$ cat src/rtl/irq_accept_pkg.sv
`timescale 1ns/1ps
package irq_accept_pkg;

    localparam int XLEN      = 32;
    localparam int HALF_W    = 16;
    localparam int LVL_W     = 3;
    localparam int PSW_IE    = 11;
    localparam int PSW_LM_LO = 8;
    localparam logic [LVL_W-1:0] LVL_NONE = 3'd7;

    typedef enum logic [1:0] {
        TAKE_NONE  = 2'd0,
        TAKE_RESET = 2'd1,
        TAKE_NMI   = 2'd2,
        TAKE_LEVEL = 2'd3
    } take_kind_e;

    typedef enum logic [1:0] {
        SZ_BYTE = 2'd0,
        SZ_HALF = 2'd1,
        SZ_WORD = 2'd2,
        SZ_RSVD = 2'd3
    } acc_size_e;

    typedef struct packed {
        logic [XLEN-1:0]   pc;
        logic [HALF_W-1:0] psw;
        logic [XLEN-1:0]   pc_addr;
        logic [XLEN-1:0]   psw_addr;
        logic [XLEN-1:0]   new_sp;
    } save_req_t;

    typedef struct packed {
        take_kind_e        kind;
        logic              save_en;
        save_req_t         save;
        logic [HALF_W-1:0] new_psw;
        logic [XLEN-1:0]   target;
        logic [LVL_W-1:0]  level;
    } accept_t;

    function automatic logic [LVL_W-1:0] psw_mask(input logic [HALF_W-1:0] psw);
        return psw[PSW_LM_LO +: LVL_W];
    endfunction

    function automatic logic level_allowed(input logic [HALF_W-1:0] psw,
                                           input logic [LVL_W-1:0]  lvl);
        return psw[PSW_IE] && (lvl < psw_mask(psw));
    endfunction

    function automatic logic [HALF_W-1:0] psw_on_level(input logic [HALF_W-1:0] psw,
                                                       input logic [LVL_W-1:0]  lvl);
        logic [HALF_W-1:0] p;
        p = psw;
        p[PSW_IE] = 1'b0;
        p[PSW_LM_LO +: LVL_W] = lvl;
        return p;
    endfunction

    function automatic logic [HALF_W-1:0] psw_on_nmi(input logic [HALF_W-1:0] psw);
        logic [HALF_W-1:0] p;
        p = psw;
        p[PSW_IE] = 1'b0;
        return p;
    endfunction

endpackage

$ cat src/rtl/irq_req_latch.sv
`timescale 1ns/1ps
module irq_req_latch
    import irq_accept_pkg::*;
(
    input  logic             clk,
    input  logic             rst,
    input  logic             reset_req_i,
    input  logic             nmi_i,
    input  logic             level_set_i,
    input  logic [LVL_W-1:0] level_i,
    input  logic             clr_reset_i,
    input  logic             clr_nmi_i,
    output logic             reset_pend_o,
    output logic             nmi_pend_o,
    output logic [LVL_W-1:0] level_o
);

    logic             reset_q;
    logic             nmi_q;
    logic [LVL_W-1:0] level_q;

    // A pulse arriving in the cycle of acceptance re-arms the latch.
    always_ff @(posedge clk) begin
        if (rst) begin
            reset_q <= 1'b0;
            nmi_q   <= 1'b0;
            level_q <= LVL_NONE;
        end else begin
            reset_q <= reset_req_i | (reset_q & ~clr_reset_i);
            nmi_q   <= nmi_i | (nmi_q & ~clr_nmi_i);
            if (level_set_i) begin
                level_q <= level_i;
            end
        end
    end

    assign reset_pend_o = reset_q;
    assign nmi_pend_o   = nmi_q;
    assign level_o      = level_q;

endmodule

$ cat src/rtl/irq_vec_regs.sv
`timescale 1ns/1ps
module irq_vec_regs
    import irq_accept_pkg::*;
#(
    parameter int                NUM_VEC    = 7,
    parameter int                ADDR_W     = 7,
    parameter int                VEC_STRIDE = 4,
    parameter logic [ADDR_W-1:0] MEMCTL_OFF = 7'h20,
    parameter logic [ADDR_W-1:0] MODE_OFF   = 7'h40,
    parameter logic [HALF_W-1:0] MEMCTL_VAL = 16'h0003,
    parameter logic [HALF_W-1:0] MODE_VAL   = 16'h0010
) (
    input  logic              clk,
    input  logic              rst,
    input  logic              wr_i,
    input  logic [1:0]        size_i,
    input  logic [ADDR_W-1:0] addr_i,
    input  logic [HALF_W-1:0] wdata_i,
    input  logic              clear_i,
    input  logic [LVL_W-1:0]  sel_i,
    output logic [HALF_W-1:0] vec_o,
    output logic [HALF_W-1:0] rdata_o,
    output logic              wr_err_o
);

    logic [HALF_W-1:0] vec_q [NUM_VEC];
    logic              legal_wr;
    logic              err_q;

    assign legal_wr = wr_i && (acc_size_e'(size_i) == SZ_HALF);

    for (genvar i = 0; i < NUM_VEC; i++) begin : g_vec
        localparam logic [ADDR_W-1:0] OFF = ADDR_W'(i * VEC_STRIDE);
        always_ff @(posedge clk) begin
            if (rst || clear_i) begin
                vec_q[i] <= '0;
            end else if (legal_wr && (addr_i == OFF)) begin
                vec_q[i] <= wdata_i;
            end
        end
    end

    always_ff @(posedge clk) begin
        if (rst) begin
            err_q <= 1'b0;
        end else begin
            err_q <= wr_i && !legal_wr;
        end
    end
    assign wr_err_o = err_q;

    always_comb begin
        vec_o = '0;
        for (int i = 0; i < NUM_VEC; i++) begin
            if (sel_i == LVL_W'(i)) begin
                vec_o = vec_q[i];
            end
        end
    end

    always_comb begin
        rdata_o = '0;
        if (addr_i == MEMCTL_OFF) begin
            rdata_o = MEMCTL_VAL;
        end else if (addr_i == MODE_OFF) begin
            rdata_o = MODE_VAL;
        end else begin
            for (int i = 0; i < NUM_VEC; i++) begin
                if (addr_i == ADDR_W'(i * VEC_STRIDE)) begin
                    rdata_o = vec_q[i];
                end
            end
        end
    end

endmodule

$ cat src/rtl/irq_arbiter.sv
`timescale 1ns/1ps
module irq_arbiter
    import irq_accept_pkg::*;
#(
    parameter logic [XLEN-1:0] VEC_BASE     = 32'h4000_0000,
    parameter logic [XLEN-1:0] NMI_TARGET   = 32'h4000_0008,
    parameter logic [XLEN-1:0] RESET_TARGET = 32'h4000_0000,
    parameter int              FRAME_PC     = 4,
    parameter int              FRAME_PSW    = 8
) (
    input  logic              eval_i,
    input  logic              reset_pend_i,
    input  logic              nmi_pend_i,
    input  logic [LVL_W-1:0]  level_i,
    input  logic [HALF_W-1:0] psw_i,
    input  logic [XLEN-1:0]   pc_i,
    input  logic [XLEN-1:0]   sp_i,
    input  logic [HALF_W-1:0] vec_i,
    output accept_t           acc_o
);

    take_kind_e kind;

    always_comb begin
        if (!eval_i) begin
            kind = TAKE_NONE;
        end else if (reset_pend_i) begin
            kind = TAKE_RESET;
        end else if (nmi_pend_i) begin
            kind = TAKE_NMI;
        end else if (level_allowed(psw_i, level_i)) begin
            kind = TAKE_LEVEL;
        end else begin
            kind = TAKE_NONE;
        end
    end

    always_comb begin
        acc_o               = '0;
        acc_o.kind          = kind;
        acc_o.save.pc       = pc_i;
        acc_o.save.psw      = psw_i;
        acc_o.save.pc_addr  = sp_i - XLEN'(FRAME_PC);
        acc_o.save.psw_addr = sp_i - XLEN'(FRAME_PSW);
        acc_o.save.new_sp   = sp_i - XLEN'(FRAME_PSW);
        case (kind)
            TAKE_RESET: begin
                acc_o.save    = '0;
                acc_o.new_psw = '0;
                acc_o.target  = RESET_TARGET;
            end
            TAKE_NMI: begin
                acc_o.save_en = 1'b1;
                acc_o.new_psw = psw_on_nmi(psw_i);
                acc_o.target  = NMI_TARGET;
            end
            TAKE_LEVEL: begin
                acc_o.save_en = 1'b1;
                acc_o.new_psw = psw_on_level(psw_i, level_i);
                acc_o.target  = VEC_BASE + {{(XLEN-HALF_W){1'b0}}, vec_i};
                acc_o.level   = level_i;
            end
            default: begin
                acc_o.save = '0;
            end
        endcase
    end

endmodule

$ cat src/rtl/irq_accept_unit.sv
`timescale 1ns/1ps
module irq_accept_unit
    import irq_accept_pkg::*;
#(
    parameter int                NUM_VEC      = 7,
    parameter int                ADDR_W       = 7,
    parameter logic [XLEN-1:0]   VEC_BASE     = 32'h4000_0000,
    parameter logic [XLEN-1:0]   NMI_TARGET   = 32'h4000_0008,
    parameter logic [XLEN-1:0]   RESET_TARGET = 32'h4000_0000,
    parameter logic [HALF_W-1:0] MEMCTL_VAL   = 16'h0003,
    parameter logic [HALF_W-1:0] MODE_VAL     = 16'h0010
) (
    input  logic              clk,
    input  logic              rst,
    input  logic              reset_req_i,
    input  logic              nmi_i,
    input  logic              level_set_i,
    input  logic [2:0]        level_i,
    input  logic              eval_i,
    input  logic [15:0]       psw_i,
    input  logic [31:0]       pc_i,
    input  logic [31:0]       sp_i,
    input  logic              reg_wr_i,
    input  logic [1:0]        reg_size_i,
    input  logic [ADDR_W-1:0] reg_addr_i,
    input  logic [15:0]       reg_wdata_i,
    output logic [15:0]       reg_rdata_o,
    output logic              wr_err_o,
    output logic              take_o,
    output logic [1:0]        take_kind_o,
    output logic              save_en_o,
    output logic [31:0]       save_pc_o,
    output logic [15:0]       save_psw_o,
    output logic [31:0]       save_pc_addr_o,
    output logic [31:0]       save_psw_addr_o,
    output logic [31:0]       new_sp_o,
    output logic [15:0]       new_psw_o,
    output logic [31:0]       target_o,
    output logic              ack_valid_o,
    output logic [2:0]        ack_level_o
);

    logic             reset_pend;
    logic             nmi_pend;
    logic [LVL_W-1:0] level_pend;
    logic [HALF_W-1:0] sel_vec;
    accept_t          acc;
    accept_t          acc_q;
    logic             took_reset;
    logic             took_nmi;

    assign took_reset = (acc.kind == TAKE_RESET);
    assign took_nmi   = (acc.kind == TAKE_NMI) || took_reset;

    irq_req_latch u_latch (
        .clk          (clk),
        .rst          (rst),
        .reset_req_i  (reset_req_i),
        .nmi_i        (nmi_i),
        .level_set_i  (level_set_i),
        .level_i      (level_i),
        .clr_reset_i  (took_reset),
        .clr_nmi_i    (took_nmi),
        .reset_pend_o (reset_pend),
        .nmi_pend_o   (nmi_pend),
        .level_o      (level_pend)
    );

    irq_vec_regs #(
        .NUM_VEC    (NUM_VEC),
        .ADDR_W     (ADDR_W),
        .MEMCTL_VAL (MEMCTL_VAL),
        .MODE_VAL   (MODE_VAL)
    ) u_vec (
        .clk      (clk),
        .rst      (rst),
        .wr_i     (reg_wr_i),
        .size_i   (reg_size_i),
        .addr_i   (reg_addr_i),
        .wdata_i  (reg_wdata_i),
        .clear_i  (took_reset),
        .sel_i    (level_pend),
        .vec_o    (sel_vec),
        .rdata_o  (reg_rdata_o),
        .wr_err_o (wr_err_o)
    );

    irq_arbiter #(
        .VEC_BASE     (VEC_BASE),
        .NMI_TARGET   (NMI_TARGET),
        .RESET_TARGET (RESET_TARGET)
    ) u_arb (
        .eval_i       (eval_i),
        .reset_pend_i (reset_pend),
        .nmi_pend_i   (nmi_pend),
        .level_i      (level_pend),
        .psw_i        (psw_i),
        .pc_i         (pc_i),
        .sp_i         (sp_i),
        .vec_i        (sel_vec),
        .acc_o        (acc)
    );

    always_ff @(posedge clk) begin
        if (rst || (acc.kind == TAKE_NONE)) begin
            acc_q <= '0;
        end else begin
            acc_q <= acc;
        end
    end

    assign take_o          = (acc_q.kind != TAKE_NONE);
    assign take_kind_o     = acc_q.kind;
    assign save_en_o       = acc_q.save_en;
    assign save_pc_o       = acc_q.save.pc;
    assign save_psw_o      = acc_q.save.psw;
    assign save_pc_addr_o  = acc_q.save.pc_addr;
    assign save_psw_addr_o = acc_q.save.psw_addr;
    assign new_sp_o        = acc_q.save.new_sp;
    assign new_psw_o       = acc_q.new_psw;
    assign target_o        = acc_q.target;
    assign ack_valid_o     = (acc_q.kind == TAKE_LEVEL);
    assign ack_level_o     = acc_q.level;

endmodule

$ cat config.mk
export PLATFORM = sky130hd
export DESIGN_NAME = irq_accept_unit
export DESIGN_NICKNAME = d
export VERILOG_FILES = /design/src/rtl/irq_accept_pkg.sv /design/src/rtl/irq_req_latch.sv /design/src/rtl/irq_vec_regs.sv /design/src/rtl/irq_arbiter.sv /design/src/rtl/irq_accept_unit.sv
export SDC_FILE = /design/constraint.sdc
export NUM_CORES = 1
export LEC_CHECK = 0
export ABC_CLOCK_PERIOD_IN_PS = 5100
export BUFFER_PORTS_ARGS = -buffer_cell sky130_fd_sc_hd__buf_2
export CORE_MARGIN = 2
export CORE_UTILIZATION = 48
export CTS_BUF_LIST = sky130_fd_sc_hd__clkbuf_4 sky130_fd_sc_hd__clkbuf_8
export CTS_CLUSTER_SIZE = 16
export DETAILED_ROUTE_END_ITERATION = 6
export PLACE_DENSITY = 0.73
export SYNTH_ARGS = -nofsm -noshare
export SYNTH_HDL_FRONTEND = slang
export SYNTH_HIERARCHICAL = 1
export SYNTH_SLANG_ARGS = --single-unit
$ cat constraint.sdc
create_clock -name clk -period 5.1 [get_ports clk]
set_input_delay 1.02 -clock clk [delete_from_list [all_inputs] [get_ports clk]]
set_output_delay 1.02 -clock clk [all_outputs]
set_load 0.02 [all_outputs]
; Yosys cells after proc, flatten, opt, wreduce, memory -nomap -nowiden
; Memory sizes are Yosys's and may differ from the RTL's.
; Index checks and enable logic that the tools add are counted.
[word_totals]
reg_bits = 172
mem_count = 1
input_bits = 115
mem_bits_rw = 112
output_inout_bits = 217
elab_cells = 125
[memory_table]
columns = name, depth, word_bits, read_ports, rd_clocked_by_memory_dff, wr, line
row1 = u_vec.vec_q, 7, 16, 7, 0, 7, irq_vec_regs.sv:26  ; logic [HALF_W-1:0] vec_q [NUM_VEC];
[classes]
n_lt_le_gt_ge = 1
eq_ne = 19
reduce_logical = 21
bitwise = 15
n_addsub = 3
mux = 52
[ops]
columns = cell, count
row1 = $mux W16, 23
row2 = $pmux W48 S3, 1
row3 = $add A31 B16 Y32 const A, 1
row4 = $sub A32 B3 Y32 const B, 1
row5 = $sub A32 B4 Y32 const B, 1
row6 = $mux W1, 24
row7 = $eq A7 B5 Y1 const B, 3
row8 = $eq A7 B4 Y1 const B, 2
row9 = $logic_and A1 B1 Y1, 10
row10 = $eq A3 B3 Y1 const B, 3
row11 = $or A1 B1 Y1, 9
row12 = $mux W2, 4
row13 = $eq A7 B3 Y1 const B, 1
row14 = $eq A7 B6 Y1 const B, 1
row15 = $eq A7 B7 Y1 const B, 1
row16 = $logic_not A7 Y1, 1
row17 = $eq A2 B2 Y1 const B, 3
row18 = $eq A3 B2 Y1 const B, 2
row19 = $reduce_or A2 Y1, 3
row20 = $eq A2 B1 Y1 const B, 2
row21 = $not A1 Y1, 4
row22 = $eq A3 B1 Y1 const B, 1
row23 = $logic_not A3 Y1, 1
row24 = $logic_or A1 B1 Y1, 3
row25 = 5 further kinds, 6

; Logic depth before layout (Yosys ltp)
; Gate-level depths: netlist of the first run.
[logic_depth]
depth_word = 11
mapped_depth = 15
mapped_depth_nobuf = 12

; Hierarchy
; The synthesis of the first run kept the hierarchy.
[by_module_without_submodules]
columns = module, cells_per_inst, instances, area_each_um2, seq_area_each_um2
row1 = irq_accept_unit, 446, 1, 6500.0, 3963.8
row2 = irq_vec_regs, 554, 1, 6437.4, 3383.2
row3 = irq_arbiter, 426, 1, 2761.4, 0.0
row4 = irq_req_latch, 17, 1, 175.2, 100.1

; Worst setup path before layout of the first run
; Ideal clock, no wire load.
[synth_timing]
kind = in2reg
start = input psw_i[10]
end = memory u_vec.vec_q[1][0] (enable)
arrival_ns = 3.286
path_stages = 12
path_buffers = 2
setup_time_ns = 0.465
setup_slack_ns = 1.350
t_required_ns = 4.635
cell_sequence = inv_1 > ha_1 > nand2_1 > o2111a_1 > o21ai_1 > buf_2 > buf_2 > inv_1 > inv_1 > ha_1 > nor2_1 > o21ai_0
[synth_lines]
columns = item, line
row1 = from (decl), irq_accept_unit.sv:20  ; input logic [15:0] psw_i,
row2 = to (decl), irq_vec_regs.sv:26

; Worst setup path in the final report of the first run
[layout_timing]
start = input reg_addr_i[1]
end = output reg_rdata_o[15]
[layout_between]
elab_chain_cells = 10
word_cells_on_any_way = 18
classes_between = 8 x eq/ne / 9 x mux / 1 x reduce/logical
[layout_rtl]
columns = item, line
row1 = from (decl), irq_accept_unit.sv:25  ; input logic [ADDR_W-1:0] reg_addr_i,
row2 = $logic_not A7 Y1, irq_vec_regs.sv:69  ; if (addr_i == ADDR_W'(i * VEC_STRIDE)) begin
row3 = $mux W16 (7 in a row), irq_vec_regs.sv:69
row4 = $mux W16, irq_vec_regs.sv:65  ; end else if (addr_i == MODE_OFF) begin
row5 = $mux W16 (*), irq_vec_regs.sv:63  ; if (addr_i == MEMCTL_OFF) begin
row6 = to (decl), irq_accept_unit.sv:27  ; output logic [15:0] reg_rdata_o,
; Mark *: on every way between the ends. The rest lies on a longest branch, timed or not.

==> results of run 1 <==
[logic make-up (layout without fill, tap and decap cells)]
group           count (synthesis)  after routing
flops                         316            316
fa+ha+maj                       6              6
simple gates                  656            656
xor+xnor                       30             30
buf+inv                       194            478
other cells                     1             20
compound gates                175            175
mux                            65             65
[power groups by stage]
| stage | registers, W | clock network (W) | logic [W] |
|---|---|---|---|
| floorplan | 0.00281 | 0 | 0.000476 |
| global route | 0.00274 | 0.00267 | 0.000727 |
| global placement | 0.00279 | 0 | 0.000658 |
| detailed placement | 0.00279 | 0 | 0.000670 |
| CTS | 0.00274 | 0.00255 | 0.000672 |
| finish | 0.00274 | 0.00250 | 0.000681 |
[worst max-delay path, cell delays in order]
cell      delay (ns)
buf_2           0.21
or4b_1          0.72
nor2_1          0.49
buf_4           0.27
a221oi_1        0.10
a221oi_1        0.37
buf_2           0.25
[layer usage]
| layer | vias up | global-route usage [%] |
|---|---|---|
| met5 | - | 0 |
| met4 | 8 | 12.06 |
| met3 | 140 | 5.928 |
| met2 | 739 | 42.41 |
| met1 | 5865 | 30.73 |
| li1 | 5614 | - |
[synth_stat cells (17+ instances only)]
master	count	area (µm²)
buf_2	35	175.2
nand2_1	22	82.58
a221oi_1	20	175.2
xor2_1	22	192.7
buf_6	31	349.1
clkbuf_1	53	198.9
nand3_1	17	85.08
a21oi_1	28	140.1
mux2i_1	54	540.5
dfxtp_1	204	4084
and2_1	196	1226
nor3b_2	121	1514
o21ai_0	37	185.2
nor2_1	92	345.3
edfxtp_1	112	3363
a22oi_1	30	225.2
buf_4	52	390.4
nor3b_1	83	623.1
[metrics by stage]
step | power (W) | worst slack, ns
CTS | 0.005962 | 0.6852
global placement | 0.003446 | 0.6798
finish | 0.005920 | 0.6413
detailed placement | 0.003460 | 0.6933
floorplan | 0.003284 | 1.350
global route | 0.006140 | 0.5639
[placed cells by master (no fill, tap or decap), types with 17 or more instances in the layout]
cell type  synthesis  routed
a21oi_1           28      28
a221oi_1          20      20
a22oi_1           30      30
and2_1           196     196
buf_2             35     330
buf_4             52      34
clkbuf_4           0      18
clkbuf_8           3      61
dfxtp_1          204     203
edfxtp_1         112     112
mux2i_1           54      54
nand2_1           22      22
nand3_1           17      17
nor2_1            92      92
nor3b_1           83      83
nor3b_2          121     121
o21ai_0           37      31
xor2_1            22      22
[cell type report]
cell class | count | share of cell area (%)
clock inverter | 16 | 1.150
clock buffer | 79 | 5.270
sequential | 316 | 40.27
timing repair buffer | 367 | 10.61
antenna | 4 | 0.05412
tap | 442 | 2.990
multi-input combinational | 948 | 39.33
inverter | 16 | 0.3247
[worst max path at each step]
stage | start | end | slack (ns) | cells past startpoint
6_report | reg_addr_i[1] | reg_rdata_o[15] | 0.64 | 7
4_1_cts | reg_addr_i[1] | reg_rdata_o[15] | 0.69 | 7
5_1_grt | reg_addr_i[1] | reg_rdata_o[15] | 0.56 | 7
3_5_place_dp | reg_addr_i[1] | reg_rdata_o[15] | 0.69 | 7
2_1_floorplan | psw_i[10] | u_vec/vec_q[1][0] | 1.35 | 12
3_3_place_gp | reg_addr_i[1] | reg_rdata_o[15] | 0.68 | 7
[registers in the layout, summed over array words and instances (netlist names)]
name	cells
take_kind_o	2
ack_level_o	3
save_pc_o	32
save_psw_addr_o	32
u_vec/wr_err_o	1
u_vec/vec_q	112
u_latch/reset_pend_o	1
save_pc_addr_o	32
u_latch/level_o	3
save_psw_o	16
u_latch/nmi_pend_o	1
new_psw_o	16
new_sp_o	32
save_en_o	1
target_o	32
==> metrics.log, run 1 <==
[metrics] run status: complete, no violations
[metrics] net switching power: 0.001525 W
[metrics] total length of routed wires: 45760 µm
[metrics] Reg area: 0.007448 mm²
[metrics] length of routed met2 wiring: 22090 µm
[metrics] Mean Syn Cell Area: 11.00 µm²
[metrics] Critical R2R Launch: u_latch/level_o[2]
[metrics] post-cts gate resize count: 0
[metrics] met1 wire length: 17190 µm
[metrics] path category of the worst min-delay check: reg2reg
[metrics] power density over cell area: 320.1 mW/mm²
[metrics] maximum net fanout on the critical path: 18
[metrics] count of mapped cells out of synthesis: 1443
[metrics] root cell of the clock tree: clkbuf_8
[metrics] first-pass iteration count of the detailed router: 6
[metrics] Critical R2R Capture: u_vec/vec_q[0][11]
[metrics] Least-Margin Pin Slew: 1.225 ns
[metrics] drt initial violations: 1121
[metrics] worst hold start: u_latch/reset_pend_o
[metrics] critical setup path kind: in2out
[metrics] worst endpoint required time: 4.08 ns
[metrics] Die Span X: 185.9 µm
[metrics] synth-to-layout area growth: 16.51%
[metrics] via count of the first global-routing pass: 11800
[metrics] share of synthesized flip-flops with an asynchronous set or reset: 0%
[metrics] clock tree from TritonCTS: built
[metrics] Final Core Density: 56.85%
[metrics] first-pass GRT wire length: 66830 µm
[metrics] uppermost layer routed: met5
[metrics] Overall Global Routing Usage: 25.31%
[metrics] switching part of the total: 25.76%
[metrics] area of the placeable core: 0.03254 mm²
[metrics] Post-DP Area: 0.01730 mm²
[metrics] Final Skew: 0.02317 ns
[metrics] flip-flop and latch count after synthesis: 316
[metrics] share of layout cells above drive strength 1: 35.82%
[metrics] WHS Endpoint: u_latch/reset_pend_o
[metrics] Chip Height: 185.9 µm
[metrics] post-synthesis cell type count: 75
[metrics] adder and majority gate portion of the synthesized area: 0.4729%
[metrics] RSZ-0062 raised after global routing: no
[metrics] CTS Sinks: 316
[metrics] Synth Area in Simple Gates: 30.52%
[metrics] post-synthesis mux area share: 4.966%
[metrics] antenna violation net count after detailed routing: 0
[metrics] worst-case clock buffer depth: 3
[metrics] fraction of the mapped netlist area in compound gates: 7.646%
[metrics] last weighted congestion value of the routability-driven placer: 0.9404
[metrics] largest net degree at the start of global routing: 140
[metrics] count of final setup violators: 0
[metrics] Cell Count, Final, Fillers Out: 2188
[metrics] count of H-tree levels built during CTS: 2
[metrics] hpwl dp: 31050 µm
[metrics] number of antenna violations at the first check in global routing: 8
[metrics] clock transition at the registers of the reported paths: 0.06 ns
[metrics] via count of the routed design: 12370
[metrics] total CTS buffers: 53
[metrics] number of nets in the finished design: 1823
[metrics] peak ir drop on the vdd network: 195.5 µV
[metrics] Boundary Pins: 332
[metrics] peak clock frequency supported by timing: 0.2243 GHz
[metrics] Filler cells: 2833
[metrics] Synth warnings: 6
[metrics] Slew Limit Headroom: 17.87%
[metrics] insertion delay of the later-clocked pin in the worst-skew pair: 0.57 ns
[metrics] Cell Rows: 66
[metrics] combinational fraction of design power: 11.5%
[metrics] dominant combinational cell family by area after synthesis: simple AND/OR/NAND/NOR gates
[metrics] most used flip-flop cell after synthesis: dfxtp_1
[metrics] startpoint kind of the worst setup timing path: input port
[metrics] post-route minimum period: 4.459 ns
[metrics] share of the clock period used by the worst path: 87.43%
[metrics] design area: 0.01850 mm²
[metrics] count of final max-slew check failures: 0
[metrics] hold buffers post-CTS: 0
[metrics] WL/cell: 20.91 µm
[metrics] max-capacitance violation count: 0
[metrics] total congestion overflow: 0
[metrics] Post-Synthesis Cell Area: 0.01587 mm²
[metrics] number of cells after detailed placement: 2089
[metrics] minimum setup slack among reg-to-reg paths: 1.60 ns
[metrics] Residual DRC: 0
[metrics] LEAKAGE: 7.398 nW
[metrics] count of input and output buffers: 331
[metrics] share of power burned in the clock network: 42.2%
[metrics] type of destination of the critical path: output pin
[metrics] data arrival time at the worst-slack endpoint: 3.44 ns
[metrics] final number of hold-violating endpoints: 0
[metrics] multi-input gate area in the final layout: 0.007274 mm²
[metrics] effective utilization at floorplan: 48.79%
[metrics] hold slack: 0.5514 ns
[metrics] proportion of power drawn by flip-flops and latches: 46.3%
[metrics] area of the die: 0.03454 mm²
[metrics] hold-critical path depth: 2
[metrics] detail-routed via count per cell: 5.652
[metrics] Post-CTS Setup Inserts: 0
[metrics] count of flip-flops with a built-in enable after synthesis: 112
[metrics] area share of xor/xnor cells in the synthesized design: 1.655%
[metrics] internal power summed over all cells: 0.004395 W
[metrics] Sum Neg Setup Slack: 0 ns
[metrics] sequential cell area fraction in the yosys report: 46.91%
[metrics] met3 layer wire length in the routed design: 4630 µm
[metrics] worst reg2reg path depth: 13
Power figures use the tool's default switching activity.
==> run 2: changes to the inputs <==
CORE_ASPECT_RATIO = 1.1   (was not set)
RECOVER_POWER = 100   (was not set)
==> metrics.log, run 2 (synthesis gave the netlist of run 1 again) <==
[metrics] Least-Margin Pin Slew: 3.200 ns (+1.975 ns)
[metrics] area of the placeable core: 0.03246 mm² (-0.23%)
[metrics] startpoint kind of the worst setup timing path: input port
[metrics] clock tree from TritonCTS: built
[metrics] number of nets in the finished design: 1822 (-0.055%)
[metrics] via count of the first global-routing pass: 12060 (+2.2%)
[metrics] peak clock frequency supported by timing: 0.2148 GHz (-4.2%)
[metrics] violated checks: DRC, capacitance limit, slew limit
[metrics] hold buffers post-CTS: 0 (unchanged)
[metrics] RSZ-0062 raised after global routing: no
[metrics] via count of the routed design: 12380 (+0.11%)
[metrics] run status: complete, but fails checks
[metrics] Final Skew: 0.02586 ns (+0.002689 ns)
[metrics] Residual DRC: 1 (+1)
[metrics] commonest non-fill, non-tap cell in the layout: clkbuf_1
[metrics] WHS Endpoint: u_latch/reset_pend_o
[metrics] commonest cells after routing, fill and taps aside: 226 x clkbuf_1, 203 x dfxtp_1, 191 x nor3b_1
[metrics] maximum net fanout on the critical path: 17 (-1)
[metrics] type of destination of the critical path: output pin
[metrics] Overall Global Routing Usage: 25.56% (+0.25 points)
[metrics] worst-case clock buffer depth: 3 (unchanged)
[metrics] LEAKAGE: 6.170 nW (-17%)
[metrics] WL/cell: 21.37 µm (+2.2%)
[metrics] total congestion overflow: 0 (unchanged)
[metrics] hold slack: 0.5502 ns (-0.001156 ns)
[metrics] Cell Rows: 69 (+4.5%)
[metrics] worst reg2reg path depth: 10 (-3)
[metrics] Sum Neg Setup Slack: 0 ns (unchanged)
[metrics] count of final max-slew check failures: 27 (+27)
[metrics] data arrival time at the worst-slack endpoint: 3.64 ns (+0.20 ns)
[metrics] synth-to-layout area growth: 9.766%
[metrics] number of antenna violations at the first check in global routing: 4 (-4)
[metrics] critical setup path kind: in2out
[metrics] peak ir drop on the vdd network: 256.5 µV (+31%)
[metrics] first-pass iteration count of the detailed router: 7 (+1)
[metrics] CTS Sinks: 316 (unchanged)
[metrics] total CTS buffers: 51 (-3.8%)
[metrics] slowest stage delay, CP: 0.58 ns (-0.14 ns)
[metrics] minimum setup slack among reg-to-reg paths: 0.84 ns (-0.76 ns)
[metrics] post-route minimum period: 4.656 ns (+0.1971 ns)
[metrics] Boundary Pins: 332 (unchanged)
[metrics] max-capacitance violation count: 3 (+3)
[metrics] worst-path cell chain: clkbuf_1, clkbuf_2, inv_1, mux4_2, a221oi_1, a221oi_1, clkbuf_1
[metrics] count of final setup violators: 0 (unchanged)
[metrics] insertion delay of the later-clocked pin in the worst-skew pair: 0.58 ns (about the same)
[metrics] last weighted congestion value of the routability-driven placer: 0.9500 (+1.0%)
[metrics] post-cts gate resize count: 0 (unchanged)
[metrics] cell at the slowest stage of the critical path: clkbuf_2
[metrics] Die Span X: 177.4 µm (-4.6%)
[metrics] share of layout cells above drive strength 1: 15.54% (-20 points)
[metrics] count of input and output buffers: 331 (unchanged)
[metrics] share of the clock period used by the worst path: 91.29% (+3.9 points)
[metrics] hpwl dp: 31390 µm (+1.1%)
[metrics] clock transition at the registers of the reported paths: 0.06 ns (about the same)
[metrics] Slew Limit Headroom: -115.2% (-130 points)
[metrics] worst hold start: u_latch/reset_pend_o
[metrics] power density over cell area: 326.3 mW/mm² (+1.9%)
[metrics] Critical R2R Launch: u_latch/level_o[2]
[metrics] antenna violation net count after detailed routing: 0 (unchanged)
[metrics] total length of routed wires: 46310 µm (+1.2%)
[metrics] Filler cells: 3048 (+7.6%)
[metrics] largest register by flop count: u_vec/vec_q
[metrics] max FFs per register: 112 (unchanged)
[metrics] count of H-tree levels built during CTS: 2 (unchanged)
[metrics] final number of hold-violating endpoints: 0 (unchanged)
[metrics] design area: 0.01742 mm² (-5.8%)
[metrics] drt initial violations: 1276 (+14%)
[metrics] path category of the worst min-delay check: reg2reg
[metrics] Post-CTS Setup Inserts: 0 (unchanged)
[metrics] Critical R2R Capture: save_pc_o[3]
[metrics] Post-DP Area: 0.01727 mm² (-0.14%)
[metrics] hold-critical path depth: 2 (unchanged)
[metrics] worst endpoint required time: 4.08 ns (about the same)
[metrics] area of the die: 0.03454 mm² (about the same)
[metrics] Chip Height: 194.7 µm (+4.8%)
[metrics] effective utilization at floorplan: 48.90% (+0.11 points)
[metrics] detail-routed via count per cell: 5.713 (+1.1%)
[metrics] root cell of the clock tree: clkbuf_8
[metrics] largest net degree at the start of global routing: 110 (-21%)
[metrics] first-pass GRT wire length: 68420 µm (+2.4%)
-- run 2: cell count changes in the layout (fill, tap and decap cells not counted), sizes merged --
cell    previous run  this run
inv               18        16
clkbuf            79       293
buf              367       138
clkinv             9        21
-- run 2: worst max-delay path: cells and delay by family --
kind                   cells  cell delay, ns
buffers and inverters      4            1.56
multiplexers               1            0.48
AO/OA/AOI/OAI              2            0.58
-- run 2: layout make-up --
type	instances	area (µm²)	area share, %
flip-flops and latches	316	7448	42.75
multi-input cells	948	6686	38.37
repair buffers	368	1619	9.292
clock buffers	63	823.3	4.725
well taps	426	533.0	3.059
clock inverters	26	244.0	1.400
inverters	16	60.06	0.3447
diodes	4	10.01	0.05745
-- run 2: where the power goes --
| part | total [W] | leakage, nW | internal [W] | switching (W) |
|---|---|---|---|---|
| logic | 0.000630 | 2.76 | 0.000197 | 0.000433 |
| registers | 0.00274 | 2.84 | 0.00270 | 0.0000483 |
| clock network | 0.00231 | 0.567 | 0.00131 | 0.00100 |
-- run 2: worst max path at each step --
stage | startpoint | endpoint
3_5_place_dp | reg_addr_i[1] | reg_rdata_o[5]
4_1_cts | reg_addr_i[1] | reg_rdata_o[5]
5_1_grt | reg_addr_i[2] | reg_rdata_o[3]
3_3_place_gp | reg_addr_i[3] | reg_rdata_o[12]
2_1_floorplan | psw_i[10] | u_vec/vec_q[1][0]
6_report | reg_addr_i[2] | reg_rdata_o[2]
-- run 2: per-stage QoR --
step | power [W] | setup slack, ns | cells | utilization (%)
after floorplan | 0.003284 | 1.350 | 1458 | -
after global placement | 0.003451 | 0.8441 | 2074 | 53.21
after detailed placement | 0.003466 | 0.7640 | 2074 | 53.21
after CTS | 0.005773 | 0.7083 | 2163 | 56.50
after global routing | 0.005898 | 0.3074 | 2165 | 53.66
final | 0.005686 | 0.4442 | 2167 | 53.68
-- run 2: layer usage --
| layer | track usage (%) | part of all wire [%] | wire length, µm |
|---|---|---|---|
| met5 | 0 | 0.024 | 11 |
| met2 | 42.66 | 48 | 22150 |
| met3 | 4.499 | 8.7 | 4049 |
| met1 | 31.59 | 39 | 17930 |
| met4 | 13.02 | 4.7 | 2172 |
